==> src/rtl/irq_agg_pkg.sv <==
package irq_agg_pkg;
  localparam int STAT_W      = 8;
  localparam int HALF_STRIDE = 4;   // odd channel sits one nibble up
  localparam int TX_OFS      = 0;
  localparam int RX_OFS      = 1;
  localparam int BK_OFS      = 2;
  localparam int CNT_BIT     = 3;
  localparam int IPC_BIT     = 7;

  typedef logic [STAT_W-1:0] stat_t;

  function automatic int chan_bit(input int half, input int ofs);
    return half * HALF_STRIDE + ofs;
  endfunction
endpackage

==> src/rtl/irq_stat_block.sv <==
module irq_stat_block
  import irq_agg_pkg::*;
(
  input  logic       clk,
  input  logic       rst_n,
  input  logic [1:0] tx_set,
  input  logic [1:0] tx_clr,
  input  logic [1:0] rx_set,
  input  logic [1:0] rx_clr,
  input  logic [1:0] bk_set,
  input  logic [1:0] bk_clr,
  input  logic       bk_pair_clr,
  input  logic       cnt_set,
  input  logic       cnt_clr,
  input  logic       ipc_set,
  input  logic       ipc_clr,
  input  logic       mask_we,
  input  stat_t      mask_wdata,
  output stat_t      stat_q,
  output stat_t      mask_q,
  output logic       hit
);
  stat_t set_v, clr_v;

  always_comb begin
    set_v = '0;
    clr_v = '0;
    for (int h = 0; h < 2; h++) begin
      set_v[chan_bit(h, TX_OFS)] = tx_set[h];
      set_v[chan_bit(h, RX_OFS)] = rx_set[h];
      set_v[chan_bit(h, BK_OFS)] = bk_set[h];
      clr_v[chan_bit(h, TX_OFS)] = tx_clr[h];
      clr_v[chan_bit(h, RX_OFS)] = rx_clr[h];
      clr_v[chan_bit(h, BK_OFS)] = bk_clr[h] | bk_pair_clr;
    end
    set_v[CNT_BIT] = cnt_set;
    set_v[IPC_BIT] = ipc_set;
    clr_v[CNT_BIT] = cnt_clr;
    clr_v[IPC_BIT] = ipc_clr;
  end

  // a new event wins over a clear in the same cycle
  always_ff @(posedge clk or negedge rst_n) begin
    if (!rst_n) stat_q <= '0;
    else        stat_q <= (stat_q & ~clr_v) | set_v;
  end

  always_ff @(posedge clk or negedge rst_n) begin
    if (!rst_n)       mask_q <= '0;
    else if (mask_we) mask_q <= mask_wdata;
  end

  assign hit = |(stat_q & mask_q);
endmodule

==> src/rtl/irq_line_or.sv <==
module irq_line_or #(
  parameter int NUM_BLOCKS      = 4,
  parameter int BLOCKS_PER_LINE = 2,
  localparam int NUM_LINES      = NUM_BLOCKS / BLOCKS_PER_LINE
) (
  input  logic [NUM_BLOCKS-1:0] hit,
  output logic [NUM_LINES-1:0]  line
);
  for (genvar k = 0; k < NUM_LINES; k++) begin : g_line
    assign line[k] = |hit[k*BLOCKS_PER_LINE +: BLOCKS_PER_LINE];
  end
endmodule

==> src/rtl/irq_vec_unit.sv <==
module irq_vec_unit #(
  parameter int VEC_W     = 8,
  parameter int ACK_AW    = 8,
  parameter int NUM_LINES = 2
) (
  input  logic              clk,
  input  logic              rst_n,
  input  logic              id_we,
  input  logic              mem_we,
  input  logic [VEC_W-1:0]  wdata,
  input  logic              ack_rd,
  input  logic [ACK_AW-1:0] ack_addr,
  output logic [VEC_W-1:0]  ack_rdata,
  output logic [VEC_W-1:0]  vec_q
);
  localparam logic [ACK_AW-1:0] ACK_END = ACK_AW'(2 * NUM_LINES);

  logic ack_hit;

  always_ff @(posedge clk or negedge rst_n) begin
    if (!rst_n)               vec_q <= '0;
    else if (id_we || mem_we) vec_q <= wdata;
  end

  // one acknowledge slot per line, on even addresses
  assign ack_hit   = ack_rd && !ack_addr[0] && (ack_addr < ACK_END);
  assign ack_rdata = ack_hit ? vec_q : '0;
endmodule

==> src/rtl/irq_pair_aggregator.sv <==
module irq_pair_aggregator
  import irq_agg_pkg::*;
#(
  parameter int NUM_BLOCKS      = 4,
  parameter int BLOCKS_PER_LINE = 2,
  parameter int ACK_AW          = 8,
  parameter int VEC_W           = 8,
  localparam int NUM_CH         = 2 * NUM_BLOCKS,
  localparam int NUM_LINES      = NUM_BLOCKS / BLOCKS_PER_LINE,
  localparam int BLK_IW         = (NUM_BLOCKS > 1) ? $clog2(NUM_BLOCKS) : 1
) (
  input  logic                  clk,
  input  logic                  rst_n,
  input  logic [NUM_CH-1:0]     txr_set,
  input  logic [NUM_CH-1:0]     txr_clr,
  input  logic [NUM_CH-1:0]     rxr_set,
  input  logic [NUM_CH-1:0]     rxr_clr,
  input  logic [NUM_CH-1:0]     brk_set,
  input  logic [NUM_CH-1:0]     brk_clr,
  input  logic [NUM_BLOCKS-1:0] brk_pair_clr,
  input  logic [NUM_BLOCKS-1:0] cnt_set,
  input  logic [NUM_BLOCKS-1:0] cnt_clr,
  input  logic [NUM_BLOCKS-1:0] ipc_set,
  input  logic [NUM_BLOCKS-1:0] ipc_clr,
  input  logic                  mask_we,
  input  logic [BLK_IW-1:0]     mask_sel,
  input  logic [STAT_W-1:0]     mask_wdata,
  input  logic [BLK_IW-1:0]     rd_sel,
  output logic [STAT_W-1:0]     stat_rdata,
  output logic [STAT_W-1:0]     mask_rdata,
  input  logic                  vec_id_we,
  input  logic                  vec_mem_we,
  input  logic [VEC_W-1:0]      vec_wdata,
  input  logic                  ack_rd,
  input  logic [ACK_AW-1:0]     ack_addr,
  output logic [VEC_W-1:0]      ack_rdata,
  output logic [NUM_LINES-1:0]  irq_line
);
  stat_t stat_arr [NUM_BLOCKS];
  stat_t mask_arr [NUM_BLOCKS];
  logic [NUM_BLOCKS-1:0]        blk_hit;
  logic [NUM_BLOCKS*STAT_W-1:0] stat_flat;
  logic [NUM_BLOCKS*STAT_W-1:0] mask_flat;
  logic [VEC_W-1:0]             vec_q;

  for (genvar g = 0; g < NUM_BLOCKS; g++) begin : g_blk
    irq_stat_block u_blk (
      .clk         (clk),
      .rst_n       (rst_n),
      .tx_set      (txr_set[2*g +: 2]),
      .tx_clr      (txr_clr[2*g +: 2]),
      .rx_set      (rxr_set[2*g +: 2]),
      .rx_clr      (rxr_clr[2*g +: 2]),
      .bk_set      (brk_set[2*g +: 2]),
      .bk_clr      (brk_clr[2*g +: 2]),
      .bk_pair_clr (brk_pair_clr[g]),
      .cnt_set     (cnt_set[g]),
      .cnt_clr     (cnt_clr[g]),
      .ipc_set     (ipc_set[g]),
      .ipc_clr     (ipc_clr[g]),
      .mask_we     (mask_we && (mask_sel == BLK_IW'(g))),
      .mask_wdata  (mask_wdata),
      .stat_q      (stat_arr[g]),
      .mask_q      (mask_arr[g]),
      .hit         (blk_hit[g])
    );
    assign stat_flat[g*STAT_W +: STAT_W] = stat_arr[g];
    assign mask_flat[g*STAT_W +: STAT_W] = mask_arr[g];
  end

  assign stat_rdata = stat_arr[rd_sel];
  assign mask_rdata = mask_arr[rd_sel];

  irq_line_or #(
    .NUM_BLOCKS      (NUM_BLOCKS),
    .BLOCKS_PER_LINE (BLOCKS_PER_LINE)
  ) u_or (
    .hit  (blk_hit),
    .line (irq_line)
  );

  irq_vec_unit #(
    .VEC_W     (VEC_W),
    .ACK_AW    (ACK_AW),
    .NUM_LINES (NUM_LINES)
  ) u_vec (
    .clk       (clk),
    .rst_n     (rst_n),
    .id_we     (vec_id_we),
    .mem_we    (vec_mem_we),
    .wdata     (vec_wdata),
    .ack_rd    (ack_rd),
    .ack_addr  (ack_addr),
    .ack_rdata (ack_rdata),
    .vec_q     (vec_q)
  );
endmodule

==> config.mk <==
export PLATFORM = sky130hd
export DESIGN_NAME = irq_pair_aggregator
export DESIGN_NICKNAME = d
export VERILOG_FILES = /design/src/rtl/irq_agg_pkg.sv /design/src/rtl/irq_stat_block.sv /design/src/rtl/irq_line_or.sv /design/src/rtl/irq_vec_unit.sv /design/src/rtl/irq_pair_aggregator.sv
export SDC_FILE = /design/constraint.sdc
export NUM_CORES = 1
export LEC_CHECK = 0
export CORE_AREA = 4 4 96 98
export DETAILED_ROUTE_END_ITERATION = 10
export DIE_AREA = 0 0 100 102
export HOLD_SLACK_MARGIN = 0.1
export PLACE_DENSITY_LB_ADDON = 0.12
export SLEW_MARGIN = 20
export SYNTH_ARGS = -nofsm -noshare
export SYNTH_HDL_FRONTEND = slang
export SYNTH_SLANG_ARGS = --single-unit
==> constraint.sdc <==
create_clock -name clk -period 2.05 [get_ports clk]
set_input_delay 0.3075 -clock clk [delete_from_list [all_inputs] [get_ports clk]]
set_output_delay 0.3075 -clock clk [all_outputs]
set_load 0.02 [all_outputs]
==> results by group <==
Setup path
  – Critical Path AT: 1.72 ns
  – Worst r2r src: g_blk[3].u_blk.mask_q[6]$_DFFE_PN0P_
  – Startpoint types: input pin
  – Critical Path Start: rd_sel[0]
  – CP peak stage delay: 0.49 ns
  – CP required: 1.74 ns
  – CP Buf/Inv Count: 3
  – Worst setup path class: input pin to primary output
  – CP max stage cell: mux4_2
  – Crit-path leading delay family: buffers and inverters
  – Crit path cell chain: clkdlybuf4s15_1, bufbuf_16, mux4_2, dlygate4sd2_1
  – Setup crit end kind: primary output
  – Largest driver fanout on the critical path: 8

Cells and area
  – Final net count: 482
  – Most frequent cells in the layout: clkdlybuf4s50_1 (95), dfrtp_1 (72), mux2_2 (40)
  – Commonest non-fill, non-tap cell in the layout: clkdlybuf4s50_1
  – Share of post-route cells with drive strength above 1: 28.6%
  – Post-Layout Cell Count: 493
  – Design Area, Final: 5100 µm²
  – # diodes: 0
  – Area growth from synthesis to layout: 54.7%

Power and ir drop
  – Clock network fraction of total power: 32.3%
  – Total Power: 0.00383 W
  – Cell-internal power: 0.00282 W
  – Sequential share of power: 45.6%
  – Worst VDD drop: 0.353 mV
  – P per Cell Area: 751 nW/µm²
  – Leakage: 2.31 nW
  – Switching pwr: 0.00101 W
  – Comb pwr share: 22.1%
  – Sw Share: 26.5%

Clock network
  – Clk slew on worst S/H paths: 0.07 ns
  – CTS Sinks: 72
  – Number of CTS-inserted buffers: 9
  – CTS tree: yes
  – Max Root-Sink Buffers: 2
  – Clock Tree Root: clkbuf_8
  – Clock latency on the worst-skew pair: 0.34 ns
  – # H-tree levels: 3

Timing
  – Clk_skew: 0 ns
  – Relative slew slack: 50.7%
  – Fin. max-slew vios: 0
  – Final Hold Fails: 0
  – Unrepaired setup endpoints after global routing: yes
  – F_max: 494 MHz
  – Setup ws final: 0.0264 ns
  – Setup violators final: 0
  – Minimum clock period: 2.02 ns
  – Fin crit share: 98.7%
  – Worst-Margin Slew: 0.740 ns

Floorplanning
  – Initial Util: 39.0%
  – Die Area: 10200 µm²
  – Chip Height: 102 µm
  – Row cnt: 34
  – Die width: 100 µm
  – Core ar.: 8470 µm²
  – IO Pins: 128

Drt
  – Routed vias: 2493
  – WL/cell: 18.1 µm
  – Remaining DRCs: 0
  – Routed WL: 8950 µm
  – Drt pass-1 iters: 3
  – Routed Antenna Nets: 0
  – DRT iter0 DRCs: 37
  – Via/cell ratio: 5.06

Logic synthesis
  – Post-Synth XOR/XNOR Area: 0%
  – Post-Synth Adder-Cell Area: 0%
  – Synthesized area per cell: 14.3 µm²
  – Synthesized flop and latch total: 72
  – Compound-gate portion of the synthesized area: 11.5%
  – Sequential share of the synthesized area: 54.6%
  – Synth Instances: 230
  – Syn_nets: 332
  – Simple-Gate Fraction of Synth Area: 5.16%
  – Mux share of post-synthesis cell area: 25.0%
  – Cell variety after synth: 20
  – Synth warn: 0
  – Synthesized cell area: 3300 µm²
  – Main combinational cell family by area after synthesis: multiplexers

Placement
  – IO buf count: 126
  – Placer Congestion: 0.764
  – Dpl hpwl: 6500 µm
  – Area post-placement: 4760 µm²
  – Placed Cells: 470
  – Pre-CTS WS: -0.423 ns

Global routing
  – Initial antenna violation count: 0
  – First-pass GRT wire length: 13900 µm
  – Number of global-route vias before repair: 2627
  – Total congestion overflow: 0
  – Largest net degree at the start of global routing: 58
  – Total Routing Usage GR: 18.1%

Min path
  – Worst min-delay path class: flip-flop to flip-flop
  – HP Start: u_vec.vec_q[0]$_DFFE_PN0P_

Flow run
  – Max_cap viols: 0

Status
  – Outcome: complete, no violations
[power by group through the flow]
stage / Sequential [W] / Clock, W / Combinational [W]
6_report: 0.00175 / 0.00124 / 0.000848
5_1_grt: 0.00177 / 0.00133 / 0.000914
4_1_cts: 0.00175 / 0.00127 / 0.000850
3_5_place_dp: 0.00177 / 0 / 0.000859
3_3_place_gp: 0.00177 / 0 / 0.000846
2_1_floorplan: 0.00171 / 0 / 0.000429
[worst register-to-register path, delay by kind of cell (launching register included)]
kind,cells,cell delay [ns]
buffers and inverters,1,0.15
flip-flops,1,0.41
multiplexers,1,0.26
[flip-flops by register name, summed over array words and instances (netlist names)]
register	cells
g_blk.u_blk.stat_q	32
g_blk.u_blk.mask_q	32
u_vec.vec_q	8
[logic make-up after synthesis]
kind of cell,Yosys count
compound gates,48
flops,72
simple gates,26
buf+inv,28
mux,56
[cells in the mapped netlist]
library cell | count | area [µm²]
nor2_2 | 1 | 6.26
nor2_1 | 9 | 33.8
a221oi_1 | 8 | 70.1
clkbuf_1 | 1 | 3.75
and2_1 | 8 | 50.1
inv_1 | 24 | 90.1
mux2_2 | 40 | 450
mux4_2 | 12 | 270
nand4_1 | 2 | 12.5
dfrtp_1 | 72 | 1800
mux4_1 | 4 | 105
nand3b_2 | 2 | 22.5
nor3b_4 | 1 | 18.8
and4b_1 | 1 | 10.0
buf_6 | 2 | 22.5
nand3_2 | 1 | 10.0
a22o_1 | 8 | 70.1
a21o_1 | 32 | 240
buf_2 | 1 | 5.00
nor4_1 | 1 | 6.26
[layout make-up]
class	count	area, µm²
Clock buffer	9	124
Clock inverter	7	96.3
Fill cell	682	3360
Sequential cell	72	1800
Multi-Input combinational cell	130	1420
Inverter	24	90.1
Timing Repair Buffer	143	1440
Tap cell	108	135
[stage by stage]
stage	TNS, ns	hold WS [ns]	utilization, %
after global placement	-8.45	0.416	56.3
final	0	0.503	60.3
after CTS	0	0.496	59.7
after detailed placement	-8.81	0.413	56.3
after global routing	-0.156	0.490	60.3
after floorplan	0	0.0119	-
[path summary, 6_finish.rpt]
path / to / slack [ns] / cells past startpoint
worst max-delay path: stat_rdata[4] / 0.03 / 4
worst min-delay path: u_vec.vec_q[0]$_DFFE_PN0P_ / 0.50 / 1
worst max register to register: g_blk[3].u_blk.mask_q[6]$_DFFE_PN0P_ / 1.13 / 2
worst min register to register: u_vec.vec_q[0]$_DFFE_PN0P_ / 0.50 / 1
max in group asynchronous: g_blk[0].u_blk.mask_q[0]$_DFFE_PN0P_ / 0.82 / 3
min in group asynchronous: g_blk[0].u_blk.mask_q[1]$_DFFE_PN0P_ / 0.59 / 2
[metal layers]
metal	vias up	routed length [µm]	global-route usage [%]
li1	1157	-	-
met1	1249	3820	23.0
met2	77	4420	30.1
met3	10	599	5.53
met4	0	108	5.28
met5	-	0	0
[repair_timing]
action	in CTS	in global routing
resized for setup	62	22
hold buffers	1	0
endpoints found under the setup margin	26	13
pin swaps	1	3
setup buffers	4	1
gates cloned	1	0
endpoints found under the hold margin	55	0
(Power assumes the default switching activity.)
